File: config.mk
export PLATFORM = sky130hd
export DESIGN_NAME = fma_nan_select
export DESIGN_NICKNAME = d
export VERILOG_FILES = /design/src/rtl/fnp_pkg.sv /design/src/rtl/fnp_classify.sv /design/src/rtl/fnp_priority.sv /design/src/rtl/fnp_quiet_mux.sv /design/src/rtl/fma_nan_select.sv
export SDC_FILE = /design/constraint.sdc
export NUM_CORES = 1
export LEC_CHECK = 0
export BUFFER_PORTS_ARGS = -buffer_cell sky130_fd_sc_hd__buf_4
export CAP_MARGIN = 20
export CORE_MARGIN = 2
export CORE_UTILIZATION = 48
export CTS_CLUSTER_SIZE = 8
export DETAILED_ROUTE_END_ITERATION = 10
export PLACE_DENSITY = 0.81
export RECOVER_POWER = 25
export SKIP_CTS_REPAIR_TIMING = 1
export SYNTH_ARGS = -nofsm -noshare
export SYNTH_HDL_FRONTEND = slang
export SYNTH_SLANG_ARGS = --single-unit
File: constraint.sdc
create_clock -name clk -period 3.01 [get_ports clk]
set_input_delay 0.4515 -clock clk [delete_from_list [all_inputs] [get_ports clk]]
set_output_delay 0.4515 -clock clk [all_outputs]
set_load 0.02 [all_outputs]
File: src/rtl/fnp_pkg.sv
package fnp_pkg;

    typedef enum logic [1:0] {
        POL_ADDEND_FIRST = 2'd0,
        POL_POLARITY     = 2'd1,
        POL_MUL_PAIR     = 2'd2,
        POL_PLAIN        = 2'd3
    } policy_e;

    typedef enum logic [1:0] {
        SEL_A    = 2'd0,
        SEL_B    = 2'd1,
        SEL_C    = 2'd2,
        SEL_DFLT = 2'd3
    } sel_e;

    typedef struct packed {
        logic any;
        logic quiet;
        logic sig;
    } nan_cls_t;

endpackage

File: src/rtl/fnp_classify.sv
module fnp_classify #(
    parameter int EXP_W  = 8,
    parameter int FRAC_W = 23
) (
    input  logic [EXP_W+FRAC_W:0] word,
    input  logic                  snan_hi,
    output fnp_pkg::nan_cls_t     cls
);
    localparam int QBIT = FRAC_W - 1;

    logic exp_ones;
    logic frac_nz;
    logic qb;

    always_comb begin
        exp_ones = &word[EXP_W+FRAC_W-1:FRAC_W];
        frac_nz  = |word[FRAC_W-1:0];
        qb       = word[QBIT];
        cls.any  = exp_ones && frac_nz;
        if (snan_hi) begin
            // bit set marks a signaling NaN
            cls.sig   = exp_ones && qb;
            cls.quiet = exp_ones && !qb && frac_nz;
        end else begin
            cls.quiet = exp_ones && qb;
            cls.sig   = exp_ones && !qb && frac_nz;
        end
    end

    // the two kinds never overlap
    always_comb begin
        assert (!(cls.quiet && cls.sig)) else $error("p_cls_excl_r1");
    end
endmodule

File: src/rtl/fnp_priority.sv
module fnp_priority (
    input  fnp_pkg::policy_e  policy,
    input  logic              snan_hi,
    input  logic              inf_x_zero,
    input  fnp_pkg::nan_cls_t ca,
    input  fnp_pkg::nan_cls_t cb,
    input  fnp_pkg::nan_cls_t cc,
    output fnp_pkg::sel_e     sel,
    output logic              iz_raise
);
    import fnp_pkg::*;

    always_comb begin
        sel      = SEL_B;
        iz_raise = 1'b0;
        unique case (policy)
            POL_ADDEND_FIRST: begin
                if (inf_x_zero && cc.quiet) begin
                    sel      = SEL_DFLT;
                    iz_raise = 1'b1;
                end else if (cc.sig)   sel = SEL_C;
                else if (ca.sig)       sel = SEL_A;
                else if (cb.sig)       sel = SEL_B;
                else if (cc.quiet)     sel = SEL_C;
                else if (ca.quiet)     sel = SEL_A;
                else                   sel = SEL_B;
            end
            POL_POLARITY: begin
                if (inf_x_zero) begin
                    sel      = SEL_DFLT;
                    iz_raise = 1'b1;
                end else if (snan_hi) begin
                    if (ca.sig)        sel = SEL_A;
                    else if (cb.sig)   sel = SEL_B;
                    else if (cc.sig)   sel = SEL_C;
                    else if (ca.quiet) sel = SEL_A;
                    else if (cb.quiet) sel = SEL_B;
                    else               sel = SEL_C;
                end else begin
                    if (cc.sig)        sel = SEL_C;
                    else if (ca.sig)   sel = SEL_A;
                    else if (cb.sig)   sel = SEL_B;
                    else if (cc.quiet) sel = SEL_C;
                    else if (ca.quiet) sel = SEL_A;
                    else               sel = SEL_B;
                end
            end
            POL_MUL_PAIR: begin
                if (inf_x_zero) begin
                    sel      = SEL_C;
                    iz_raise = 1'b1;
                end else if (ca.any) sel = SEL_A;
                else if (cc.any)     sel = SEL_C;
                else                 sel = SEL_B;
            end
            POL_PLAIN: begin
                if (ca.any)          sel = SEL_A;
                else if (cb.any)     sel = SEL_B;
                else                 sel = SEL_C;
            end
        endcase
    end

    // the plain policy never produces the default code
    always_comb begin
        assert (!(policy == POL_PLAIN && (sel == SEL_DFLT || iz_raise)))
            else $error("p_plain_no_dflt_r8");
    end
endmodule

File: src/rtl/fnp_quiet_mux.sv
module fnp_quiet_mux #(
    parameter int EXP_W  = 8,
    parameter int FRAC_W = 23
) (
    input  fnp_pkg::sel_e                  sel,
    input  logic [2:0][EXP_W+FRAC_W:0]     ops,
    input  logic [2:0]                     op_sig,
    input  logic                           snan_hi,
    input  logic                           dflt_mode,
    output logic [EXP_W+FRAC_W:0]          res
);
    import fnp_pkg::*;
    localparam int W    = 1 + EXP_W + FRAC_W;
    localparam int QBIT = FRAC_W - 1;
    localparam logic [W-1:0] DNAN_NORM = {1'b0, {EXP_W{1'b1}}, 1'b1, {(FRAC_W-1){1'b0}}};
    localparam logic [W-1:0] DNAN_INV  = {1'b0, {EXP_W{1'b1}}, 1'b0, {(FRAC_W-1){1'b1}}};

    logic [W-1:0] dnan;
    logic [W-1:0] pick;
    logic         pick_sig;

    always_comb begin
        dnan     = snan_hi ? DNAN_INV : DNAN_NORM;
        pick     = ops[0];
        pick_sig = 1'b0;
        if (sel != SEL_DFLT) begin
            pick     = ops[sel];
            pick_sig = op_sig[sel];
        end
        if (dflt_mode || sel == SEL_DFLT) begin
            res = dnan;
        end else if (pick_sig) begin
            if (snan_hi) res = dnan;
            else begin
                res       = pick;
                res[QBIT] = 1'b1;
            end
        end else begin
            res = pick;
        end
    end
endmodule

File: src/rtl/fma_nan_select.sv
module fma_nan_select #(
    parameter int EXP_W  = 8,
    parameter int FRAC_W = 23
) (
    input  logic                     clk,
    input  logic                     rst_n,
    input  logic                     in_valid,
    input  logic [1:0]               policy,
    input  logic                     snan_hi,
    input  logic                     dflt_mode,
    input  logic                     inf_x_zero,
    input  logic [EXP_W+FRAC_W:0]    op_a,
    input  logic [EXP_W+FRAC_W:0]    op_b,
    input  logic [EXP_W+FRAC_W:0]    op_c,
    output logic                     out_valid,
    output logic [1:0]               out_sel,
    output logic [EXP_W+FRAC_W:0]    out_res,
    output logic                     invalid_flag
);
    import fnp_pkg::*;
    localparam int W     = 1 + EXP_W + FRAC_W;
    localparam int N_OPS = 3;
    localparam int QBIT  = FRAC_W - 1;

    logic [N_OPS-1:0][W-1:0] ops;
    nan_cls_t [N_OPS-1:0]    cls;
    logic [N_OPS-1:0]        sig_vec;
    sel_e                    sel_nxt;
    logic                    iz_raise;
    logic [W-1:0]            res_nxt;

    assign ops = {op_c, op_b, op_a};

    for (genvar i = 0; i < N_OPS; i++) begin : g_cls
        fnp_classify #(.EXP_W(EXP_W), .FRAC_W(FRAC_W)) u_cls (
            .word(ops[i]), .snan_hi(snan_hi), .cls(cls[i])
        );
        assign sig_vec[i] = cls[i].sig;
    end

    fnp_priority u_prio (
        .policy(policy_e'(policy)), .snan_hi(snan_hi), .inf_x_zero(inf_x_zero),
        .ca(cls[0]), .cb(cls[1]), .cc(cls[2]),
        .sel(sel_nxt), .iz_raise(iz_raise)
    );

    fnp_quiet_mux #(.EXP_W(EXP_W), .FRAC_W(FRAC_W)) u_mux (
        .sel(sel_nxt), .ops(ops), .op_sig(sig_vec), .snan_hi(snan_hi),
        .dflt_mode(dflt_mode), .res(res_nxt)
    );

    always_ff @(posedge clk) begin
        if (!rst_n) begin
            out_valid    <= 1'b0;
            out_sel      <= 2'd0;
            out_res      <= '0;
            invalid_flag <= 1'b0;
        end else begin
            out_valid <= in_valid;
            if (in_valid) begin
                out_sel <= sel_nxt;
                out_res <= res_nxt;
                if (iz_raise || (|sig_vec)) invalid_flag <= 1'b1;
            end
        end
    end

    p_strobe_r12: assert property (@(posedge clk) disable iff (!rst_n)
        in_valid |=> out_valid);
    p_idle_hold_r12: assert property (@(posedge clk) disable iff (!rst_n)
        !in_valid |=> !out_valid && $stable(out_sel) && $stable(out_res));
    p_sticky_r9: assert property (@(posedge clk) disable iff (!rst_n)
        invalid_flag |=> invalid_flag);
    p_pol1_iz_r4: assert property (@(posedge clk) disable iff (!rst_n)
        in_valid && policy == 2'd1 && inf_x_zero |=> out_sel == 2'd3 && invalid_flag);
    p_dflt_mode_r10: assert property (@(posedge clk) disable iff (!rst_n)
        in_valid && dflt_mode |=> out_res == {1'b0, {EXP_W{1'b1}}, !$past(snan_hi), {(FRAC_W-1){$past(snan_hi)}}});
    p_quiet_out_r11: assert property (@(posedge clk) disable iff (!rst_n)
        in_valid && !snan_hi |=> !((&out_res[W-2:FRAC_W]) && !out_res[QBIT] && (|out_res[QBIT-1:0])));
endmodule

# --- Word-level counts from Yosys, hierarchy flattened ---
# Index checks and enable logic that the tools add are counted.
word_totals:
  register_bits: 36
  latch_bits: 0
  ram_bits: 0
  romBits: 0
  in_bits: 104
  out_inout_bits: 36
  word_cells: 73
  memories: 0
op_classes:
  n_addsub: 0
  multipliers: 0
  div: 0
  magnitude_cmp: 1
  eq_ne: 5
  n_shift: 0
  mux: 35
  n_bitwise: 0
  reduce_logical: 28
op_table:
  columns: ["op", "n"]
  rows:
  - ["$mux W32", 5]
  - ["$reduce_or A23 Y1", 3]
  - ["$bmux W32 S2", 1]
  - ["$mux W2", 20]
  - ["$reduce_and A8 Y1", 3]
  - ["$mux W23", 1]
  - ["$logic_and A1 B1 Y1", 13]
  - ["$pmux W2 S4", 1]
  - ["$eq A2 B2 Y1 const B", 3]
  - ["$mux W1", 5]
  - ["$logic_not A1 Y1", 3]
  - ["$lt A2 B3 Y1 const B", 1]
  - ["$reduce_or A3 Y1", 1]
  - ["$bmux W1 S2", 1]
  - ["$eq A2 B1 Y1 const B", 1]
  - ["$logic_not A2 Y1", 1]
  - ["$logic_or A1 B1 Y1", 2]
  - ["$ne A2 B2 Y1 const B", 1]
  - ["$pmux W1 S2", 1]
  - ["$reduce_and A2 Y1", 1]
  - ["$reduce_or A2 Y1", 1]

# --- Longest topological paths before layout ---
# Gate-level depths: netlist (run 1).
depth:
  ltp_word: 18
  depth_mapped: 13
  depth_no_buf: 11

# --- Hierarchy ---
# A second synthesis (run 1) with hierarchy kept.
unflattened:
  cells_unflattened: 325
  hier_area_um2: 2962.8
by_module_without_submodules:
  columns: ["mod", "n_inst", "cells_each", "area_per_inst_um2", "seq_area_each_um2"]
  rows:
  - ["fma_nan_select", 1, 114, 1348.8, 720.7]
  - ["fnp_quiet_mux", 1, 122, 1043.5, 0.0]
  - ["fnp_classify", 3, 18, 105.1, 0.0]
  - ["fnp_priority", 1, 35, 255.2, 0.0]

# --- Worst setup path before layout (run 1) ---
# Ideal clock, no wire load.
synth_path:
  path_type: "input to register"
  from: "input port op_b[16]"
  to: "register out_res[31]"
  setup_time_ns: 0.117
  arrival_time_ns: 2.607
  required_ns: 2.893
  slack_ns: 0.286
  stages: 9
  n_path_buf: 1
  cell_sequence: "nor4_1 -> nand4_1 -> o311a_1 -> o31ai_2 -> o21a_1 -> buf_4 -> mux2_1 -> a32o_1 -> a22o_1"
synth_between:
  elab_chain_cells: 17
  word_cells_on_any_way: 30
  classes_between: "eq/ne (2); mux (24); reduce/logical (4)"
synth_lines:
  columns: ["element", "line_no", "text"]
  rows:
  - ["start: declaration", "fma_nan_select.sv:13", "input logic [EXP_W+FRAC_W:0] op_b,"]
  - ["$reduce_or A23 Y1 *", "fnp_classify.sv:17", "frac_nz = |word[FRAC_W-1:0];"]
  - ["$logic_and A1 B1 Y1", "fnp_classify.sv:23, fnp_classify.sv:26", null]
  - ["$mux W2", "fnp_classify.sv:20", "if (snan_hi) begin"]
  - ["$mux W2", "fnp_priority.sv:37", "else if (cb.quiet) sel = SEL_B;"]
  - ["$mux W2", "fnp_priority.sv:36", "else if (ca.quiet) sel = SEL_A;"]
  - ["$mux W2", "fnp_priority.sv:35", "else if (cc.sig) sel = SEL_C;"]
  - ["$mux W2", "fnp_priority.sv:34", "else if (cb.sig) sel = SEL_B;"]
  - ["$mux W2", "fnp_priority.sv:33", "if (ca.sig) sel = SEL_A;"]
  - ["$mux W2", "fnp_priority.sv:32", "end else if (snan_hi) begin"]
  - ["$mux W2", "fnp_priority.sv:29", "if (inf_x_zero) begin"]
  - ["$pmux W2 S4", "fnp_priority.sv:16", "unique case (policy)"]
  - ["$bmux W32 S2", "fnp_quiet_mux.sv:27", "pick = ops[sel];"]
  - ["$mux W32 (not written as such)", "fnp_quiet_mux.sv:27", null]
  - ["$mux W32", "fnp_quiet_mux.sv:26", "if (sel != SEL_DFLT) begin"]
  - ["$mux W32", "fnp_quiet_mux.sv:33", "if (snan_hi) res = dnan;"]
  - ["$mux W32", "fnp_quiet_mux.sv:32", "end else if (pick_sig) begin"]
  - ["$mux W32 *", "fnp_quiet_mux.sv:30", "if (dflt_mode || sel == SEL_DFLT) begin"]
  - ["end signal: assignment", "fma_nan_select.sv:62", "out_res <= res_nxt;"]
  - ["end: declaration", "fma_nan_select.sv:17", "output logic [EXP_W+FRAC_W:0] out_res,"]
# Every way passes the cells marked *; elsewhere a longest branch is shown, timed or not. The select of a mux whose other input is x is not followed.
# A chain may end at the register's enable or synchronous reset.

# --- Worst setup path after layout (run 1) ---
layout_path:
  from: "input port op_b[17]"
  to: "register out_res[3]"
# Same word-level chain as after synthesis.

==> flow_metrics.env, run 1 <==
export IMPL_initialDrtViolationCount=193
export IMPL_grt_remaining_overflow=0
export IMPL_drt_pass1_iterations=4
export IMPL_worst_setup_hold_path_clk_slew_ps=80
export IMPL_drcViolationCount=0
export IMPL_route_vias_total=3566
export IMPL_synth_top_cells_by_area="sky130_fd_sc_hd__dfxtp_1 (23%), sky130_fd_sc_hd__a22oi_2 (8.1%), sky130_fd_sc_hd__mux2_4 (7.8%), sky130_fd_sc_hd__mux2_2 (5.1%), sky130_fd_sc_hd__nand2_1 (4.3%)"
export IMPL_clock_root_buffer="sky130_fd_sc_hd__clkbuf_8"
export IMPL_finalHoldViolations=0
export IMPL_core_area_sq_um=6280
export IMPL_route_detailed_vias_per_inst=6.07
export IMPL_crit_start_category="input port"
export IMPL_worst_path_dominant_cell_family="simple AND/OR/NAND/NOR gates"
export IMPL_placementRows=29
export IMPL_cap_viol_max_count=0
export IMPL_grt_antenna_before_repair=0
export IMPL_final_max_slew_viol_count=0
export IMPL_worst_path_max_fanout=19
export IMPL_worstSetupEndpointType="flip-flop"
export IMPL_critical_path_arrival_ps=3020
export IMPL_register_to_register_path_depth=2
export IMPL_worst_hold_startpoint="rst_n"
export IMPL_grt_setup_unrepaired="false"
export IMPL_initial_utilization=0.492
export IMPL_final_setup_skew_ps=0
export IMPL_ordered_cell_list_for_the_critical_path="buf_4, nor4_4, buf_4, nand4_1, o2111a_1, a31o_1, and3b_1, o32ai_2, nand4_1, nand4_4, buf_12, o211ai_1"
export IMPL_postPlaceCellArea_sq_um=4460
export IMPL_ys_warnings_count=0
export IMPL_synth_largest_area_cell="sky130_fd_sc_hd__dfxtp_1"
export IMPL_post_route_worst_setup_slack_ps=151
export IMPL_grt_max_degree=33
export IMPL_power_static_leakage_uw=0.00197
export IMPL_ys_types=65
export IMPL_min_path_cells=2
export IMPL_report_final_setup_viol=0
export IMPL_fin_setup_tns_ps=0
export IMPL_timing_critical_path_required_ps=3170
export IMPL_chipHeight_um=84.2
export IMPL_syn2layout_area_growth_pct=48.1
export IMPL_async_reset_ff_frac=0
export IMPL_io_pins=140
export IMPL_clock_insertion_delay_worst_skew_ps=290
export IMPL_finalCritPeriodShare=0.950
export IMPL_global_route_usage_total=0.295
export IMPL_mappedNetlistNets=449
export IMPL_wire_per_inst_um=18.5
export IMPL_htree_num_levels=2
export IMPL_final_net_count=618
export IMPL_cp_num_cells=12
export IMPL_synth_yosys_seq_area_share=0.233
export IMPL_fmax_mhz=350
export IMPL_r2r_end="out_res[22]"
export IMPL_synth_edf_count=0
export IMPL_powerDensity_nw_per_um2=366
export IMPL_postSynth_topFlopCell="sky130_fd_sc_hd__dfxtp_1"
export IMPL_cts_inserted_buffers=5
export IMPL_critical_path_buf_inv_count=3
export IMPL_ys_seq_elements=36
export IMPL_cp_slowest_cell="sky130_fd_sc_hd__o2111a_1"
export IMPL_grt_pass1_wl_um=17000
export IMPL_worst_r2r_startpoint="out_res[22]"
export IMPL_syn_area_sq_um=3090
export IMPL_overall_die_area_sq_um=7090
export IMPL_ff2ff_setup_slack_ps=2340
export IMPL_worstMarginPinSlew_ps=544
export IMPL_critical_path_max_stage_delay_ps=350
export IMPL_status="complete, no violations"
export IMPL_ys_top_cells_by_count="sky130_fd_sc_hd__dfxtp_1 (36), sky130_fd_sc_hd__nand2_1 (35), sky130_fd_sc_hd__a22oi_2 (20)"
export IMPL_die_width_um=84.2
export IMPL_path_class_of_the_lowest_slack_min_delay_path="input port to flip-flop"
export IMPL_syn_inst=340
export IMPL_cts_tree="built"
export IMPL_synthMostInstantiatedCell="sky130_fd_sc_hd__dfxtp_1"
export IMPL_number_of_global_route_vias_before_repair=3665
export IMPL_vdd_ir_drop_max_mv=0.229
export IMPL_clock_sink_count=36
export IMPL_pre_cts_slack_ps=-374
export IMPL_total_routed_length_um=10800
export IMPL_synth_largest_type_area_fraction=0.233
export IMPL_worst_setup_path_type="input port to flip-flop"
export IMPL_final_design_area_no_fill_sq_um=4570
export IMPL_share_of_final_layout_standard_cells_stronger_than_drive_strength_1=0.498
export IMPL_timing_max_slew_rel_slack=0.636
export IMPL_placement_io_buffers=139
export IMPL_postSynthAreaPerCell_sq_um=9.08
export IMPL_post_route_min_period_ps=2860
export IMPL_insertedDiodeCount=0
export IMPL_globalplace_congestion=1.01
export IMPL_cts_root_to_sink_buffers=2
export IMPL_hpwlAfterDp_um=8730
export IMPL_ant_nets=0
export IMPL_whs_endpoint="invalid_flag"
## stage by stage
step                utilization  total power [uW]  hold slack [ps]  cells
finish                    0.729              1670              394    587
global route              0.729              1750              409    587
floorplan                     -               928              554    340
detailed placement        0.711              1220              464    578
global placement          0.711              1200              457    578
CTS                       0.731              1690              396    586
## registers in the layout (all words and copies together), names as in the netlist
| signal | flops |
|---|---|
| out_res | 32 |
| out_sel | 2 |
| out_valid | 1 |
| invalid_flag | 1 |
## cells by family (layout without fill, tap and decap cells)
family / count (synthesis) / in the layout / share of synthesized area
flops: 36 / 36 / 0.233
xor+xnor: 2 / 2 / 0.00567
buf+inv: 32 / 202 / 0.0697
fa+ha+maj: 5 / 5 / 0.0203
mux: 33 / 33 / 0.139
compound gates: 123 / 123 / 0.337
simple gates: 109 / 109 / 0.195
## metal layers
| metal | share of wire | global-route usage |
|---|---|---|
| met2 | 0.49 | 0.527 |
| met5 | 0 | 0 |
| met1 | 0.38 | 0.330 |
| met3 | 0.086 | 0.0639 |
| met4 | 0.040 | 0.147 |
## worst register-to-register path, stage by stage, from the launching register on
cell                      delay (ps)
sky130_fd_sc_hd__dfxtp_1         320
sky130_fd_sc_hd__a32oi_1         150
sky130_fd_sc_hd__o21ai_1          90
## report_power, final
group	switching, uW	internal, uW	total (uW)
Sequential	25.3	523	548
Combinational	325	329	654
Clock	180	292	472
## layout make-up
type                       instances  area [sq um]
multi-input combinational        272          2210
fill                             494          1700
timing repair buffer             185          1390
sequential                        36           721
clock buffer                       7          96.3
tap                               77          96.3
inverter                           9          33.8
clock inverter                     1          30.0
## how the worst max path moves through the flow
| stage | start | endpoint | slack (ps) |
|---|---|---|---|
| after floorplan | op_b[16] | out_res[31] | 290 |
| after global placement | op_b[10] | out_res[31] | -210 |
| after detailed placement | op_b[10] | out_res[31] | -370 |
| after CTS | op_b[10] | out_res[31] | -80 |
| after global routing | op_b[17] | out_res[28] | 5 |
| final | op_b[17] | out_res[3] | 150 |
## cell usage in the layout, fill, tap and decap left out, types with 3 or more instances in the layout
cell type / Yosys / final
sky130_fd_sc_hd__buf_4: 1 / 163
sky130_fd_sc_hd__dfxtp_1: 36 / 36
sky130_fd_sc_hd__nand2_1: 35 / 35
sky130_fd_sc_hd__a22oi_2: 20 / 20
sky130_fd_sc_hd__o211ai_1: 17 / 17
sky130_fd_sc_hd__mux2_4: 16 / 17
sky130_fd_sc_hd__clkbuf_1: 9 / 17
sky130_fd_sc_hd__nor4_1: 15 / 14
sky130_fd_sc_hd__nor3_1: 14 / 14
sky130_fd_sc_hd__o21ai_1: 13 / 14
sky130_fd_sc_hd__a21oi_1: 14 / 14
sky130_fd_sc_hd__mux2_2: 14 / 14
sky130_fd_sc_hd__nor2_1: 10 / 10
sky130_fd_sc_hd__o21ai_0: 12 / 10
sky130_fd_sc_hd__o211ai_2: 10 / 10
sky130_fd_sc_hd__inv_1: 9 / 9
sky130_fd_sc_hd__nand4_1: 8 / 8
sky130_fd_sc_hd__clkbuf_8: 0 / 7
sky130_fd_sc_hd__nor2b_1: 7 / 6
sky130_fd_sc_hd__ha_1: 5 / 5
sky130_fd_sc_hd__buf_12: 3 / 5
sky130_fd_sc_hd__o31a_1: 4 / 4
sky130_fd_sc_hd__a21o_1: 3 / 3
sky130_fd_sc_hd__nand3_1: 3 / 3
(Power assumes the default switching activity.)
==> inputs of run 2 (changes only) <==
==> constraint.sdc (replaced) <==
create_clock -name clk -period 3.01 [get_ports clk]
set_input_delay 0.1505 -clock clk [delete_from_list [all_inputs] [get_ports clk]]
set_output_delay 0.1505 -clock clk [all_outputs]
set_load 0.02 [all_outputs]
==> flow_metrics.env, run 2 (synthesis gave the netlist of run 1 again) <==
export IMPL_globalplace_congestion=0.945
export IMPL_grt_antenna_before_repair=0
export IMPL_crit_start_category="input port"
export IMPL_drt_pass1_iterations=5
export IMPL_share_of_final_layout_standard_cells_stronger_than_drive_strength_1=0.464
export IMPL_route_vias_total=3464
export IMPL_total_routed_length_um=10300
export IMPL_grt_remaining_overflow=0
export IMPL_overall_die_area_sq_um=7090
export IMPL_biggestRegsByFlops="out_res (32), out_sel (2)"
export IMPL_placement_io_buffers=139
export IMPL_timing_critical_path_required_ps=3180
export IMPL_clock_network_power_share=0.244
export IMPL_drcViolationCount=0
export IMPL_post_route_min_period_ps=2770
export IMPL_worstMarginPinSlew_ps=970
export IMPL_placementRows=29
export IMPL_final_setup_skew_ps=0
export IMPL_initialDrtViolationCount=178
export IMPL_fmax_mhz=361
export IMPL_io_pins=140
export IMPL_dp_cells=555
export IMPL_clock_insertion_delay_worst_skew_ps=290
export IMPL_cts_root_to_sink_buffers=2
export IMPL_insertedDiodeCount=0
export IMPL_switching_part_of_the_total=0.332
export IMPL_finish_cell_count_without_fillers=562
export IMPL_portion_of_total_power_attributed_to_sequential_cells=0.355
export IMPL_power_internal_uw=1030
export IMPL_grt_pass1_wl_um=16700
export IMPL_cts_inserted_buffers=5
export IMPL_route_detailed_vias_per_inst=6.16
export IMPL_core_area_sq_um=6280
export IMPL_syn2layout_area_growth_pct=39.3
export IMPL_worst_setup_path_type="input port to flip-flop"
export IMPL_net_switching_power_uw=513
export IMPL_ant_nets=0
export IMPL_power_share_combinational=0.401
export IMPL_vdd_ir_drop_max_mv=0.267
export IMPL_path_class_of_the_lowest_slack_min_delay_path="input port to flip-flop"
export IMPL_die_width_um=84.2
export IMPL_worst_setup_hold_path_clk_slew_ps=80
export IMPL_final_net_count=594
export IMPL_register_to_register_path_depth=2
export IMPL_worst_path_max_fanout=15
export IMPL_hpwlAfterDp_um=8230
export IMPL_wire_per_inst_um=18.3
export IMPL_power_static_leakage_uw=0.00183
export IMPL_clock_root_buffer="sky130_fd_sc_hd__clkbuf_8"
export IMPL_number_of_global_route_vias_before_repair=3416
export IMPL_report_final_setup_viol=0
export IMPL_timing_max_slew_rel_slack=0.352
export IMPL_finalHoldViolations=0
export IMPL_largest_register_ff_count=32
export IMPL_powerDensity_nw_per_um2=359
export IMPL_final_max_slew_viol_count=0
export IMPL_global_route_usage_total=0.288
export IMPL_cts_tree="built"
export IMPL_initial_utilization=0.492
export IMPL_status="complete, no violations"
export IMPL_htree_num_levels=2
export IMPL_cap_viol_max_count=0
export IMPL_leading_cell_type_in_the_layout_fill_and_taps_excluded="sky130_fd_sc_hd__buf_4"
export IMPL_finalCritPeriodShare=0.920
export IMPL_fin_setup_tns_ps=0
export IMPL_registers_top_by_ff_count="out_res"
export IMPL_critical_path_arrival_ps=2940
export IMPL_chipHeight_um=84.2
export IMPL_min_path_cells=2
export IMPL_clock_sink_count=36
export IMPL_worstSetupEndpointType="flip-flop"
export IMPL_grt_max_degree=33
export IMPL_layout_cells_most_common_list="sky130_fd_sc_hd__buf_4 (141), sky130_fd_sc_hd__dfxtp_1 (36), sky130_fd_sc_hd__nand2_1 (35), sky130_fd_sc_hd__a22oi_2 (20)"
export IMPL_grt_setup_unrepaired="false"
run 2: cell count changes in the layout (fill, tap and decap cells not counted), moves of 2 or more:
cell	delta
sky130_fd_sc_hd__o21ai_1	-2
sky130_fd_sc_hd__buf_12	-2
sky130_fd_sc_hd__buf_4	-22
sky130_fd_sc_hd__o21ai_0	+2
run 2: worst paths after layout:
kind          startpoint            to  slack [ps]
min reg2reg  out_res[13]   out_res[13]         470
max reg2reg  out_res[22]   out_res[22]        2330
max             op_b[16]   out_res[25]         240
min                rst_n  invalid_flag          90
run 2: routing by layer:
metal	wire, um	global-route usage	up-vias
li1	-	-	1620
met1	4100	0.343	1623
met2	4990	0.509	188
met3	877	0.0619	33
met4	333	0.101	0
met5	0	0	-
run 2: critical path: stages:
cell,delay [ps]
sky130_fd_sc_hd__buf_4,120
sky130_fd_sc_hd__nor4_1,400
sky130_fd_sc_hd__buf_4,180
sky130_fd_sc_hd__nand4_1,250
sky130_fd_sc_hd__o311a_1,460
sky130_fd_sc_hd__o31ai_2,370
sky130_fd_sc_hd__o21a_1,210
sky130_fd_sc_hd__buf_4,220
sky130_fd_sc_hd__mux2_2,350
sky130_fd_sc_hd__o21ai_0,150
sky130_fd_sc_hd__o21ai_1,80
run 2: cell type report:
cell class	count	area, sq um
multi-input combinational	272	2170
fill	551	1970
inverter	9	33.8
clock buffer	7	96.3
sequential	36	721
timing repair buffer	161	1180
tap	77	96.3
run 2: metrics by stage:
stage | worst slack [ps] | total power [uW] | area, sq um | hold WS, ps | utilization
finish | 242 | 1540 | 4300 | 89.0 | 0.685
global route | 9.79 | 1620 | 4300 | 91.3 | 0.685
CTS | 320 | 1560 | 4360 | 90.9 | 0.694
detailed placement | 22.5 | 1190 | 4260 | 397 | 0.679
global placement | 65.7 | 1180 | 4260 | 385 | 0.679
floorplan | 587 | 928 | 3090 | 268 | -
run 2: power by group through the flow:
stage          clock, uW  sequential (uW)  combinational [uW]
3_3_place_gp           0              558                 618
6_report             377              549                 619
3_5_place_dp           0              560                 631
5_1_grt              401              554                 659
4_1_cts              381              549                 633
2_1_floorplan          0              613                 315
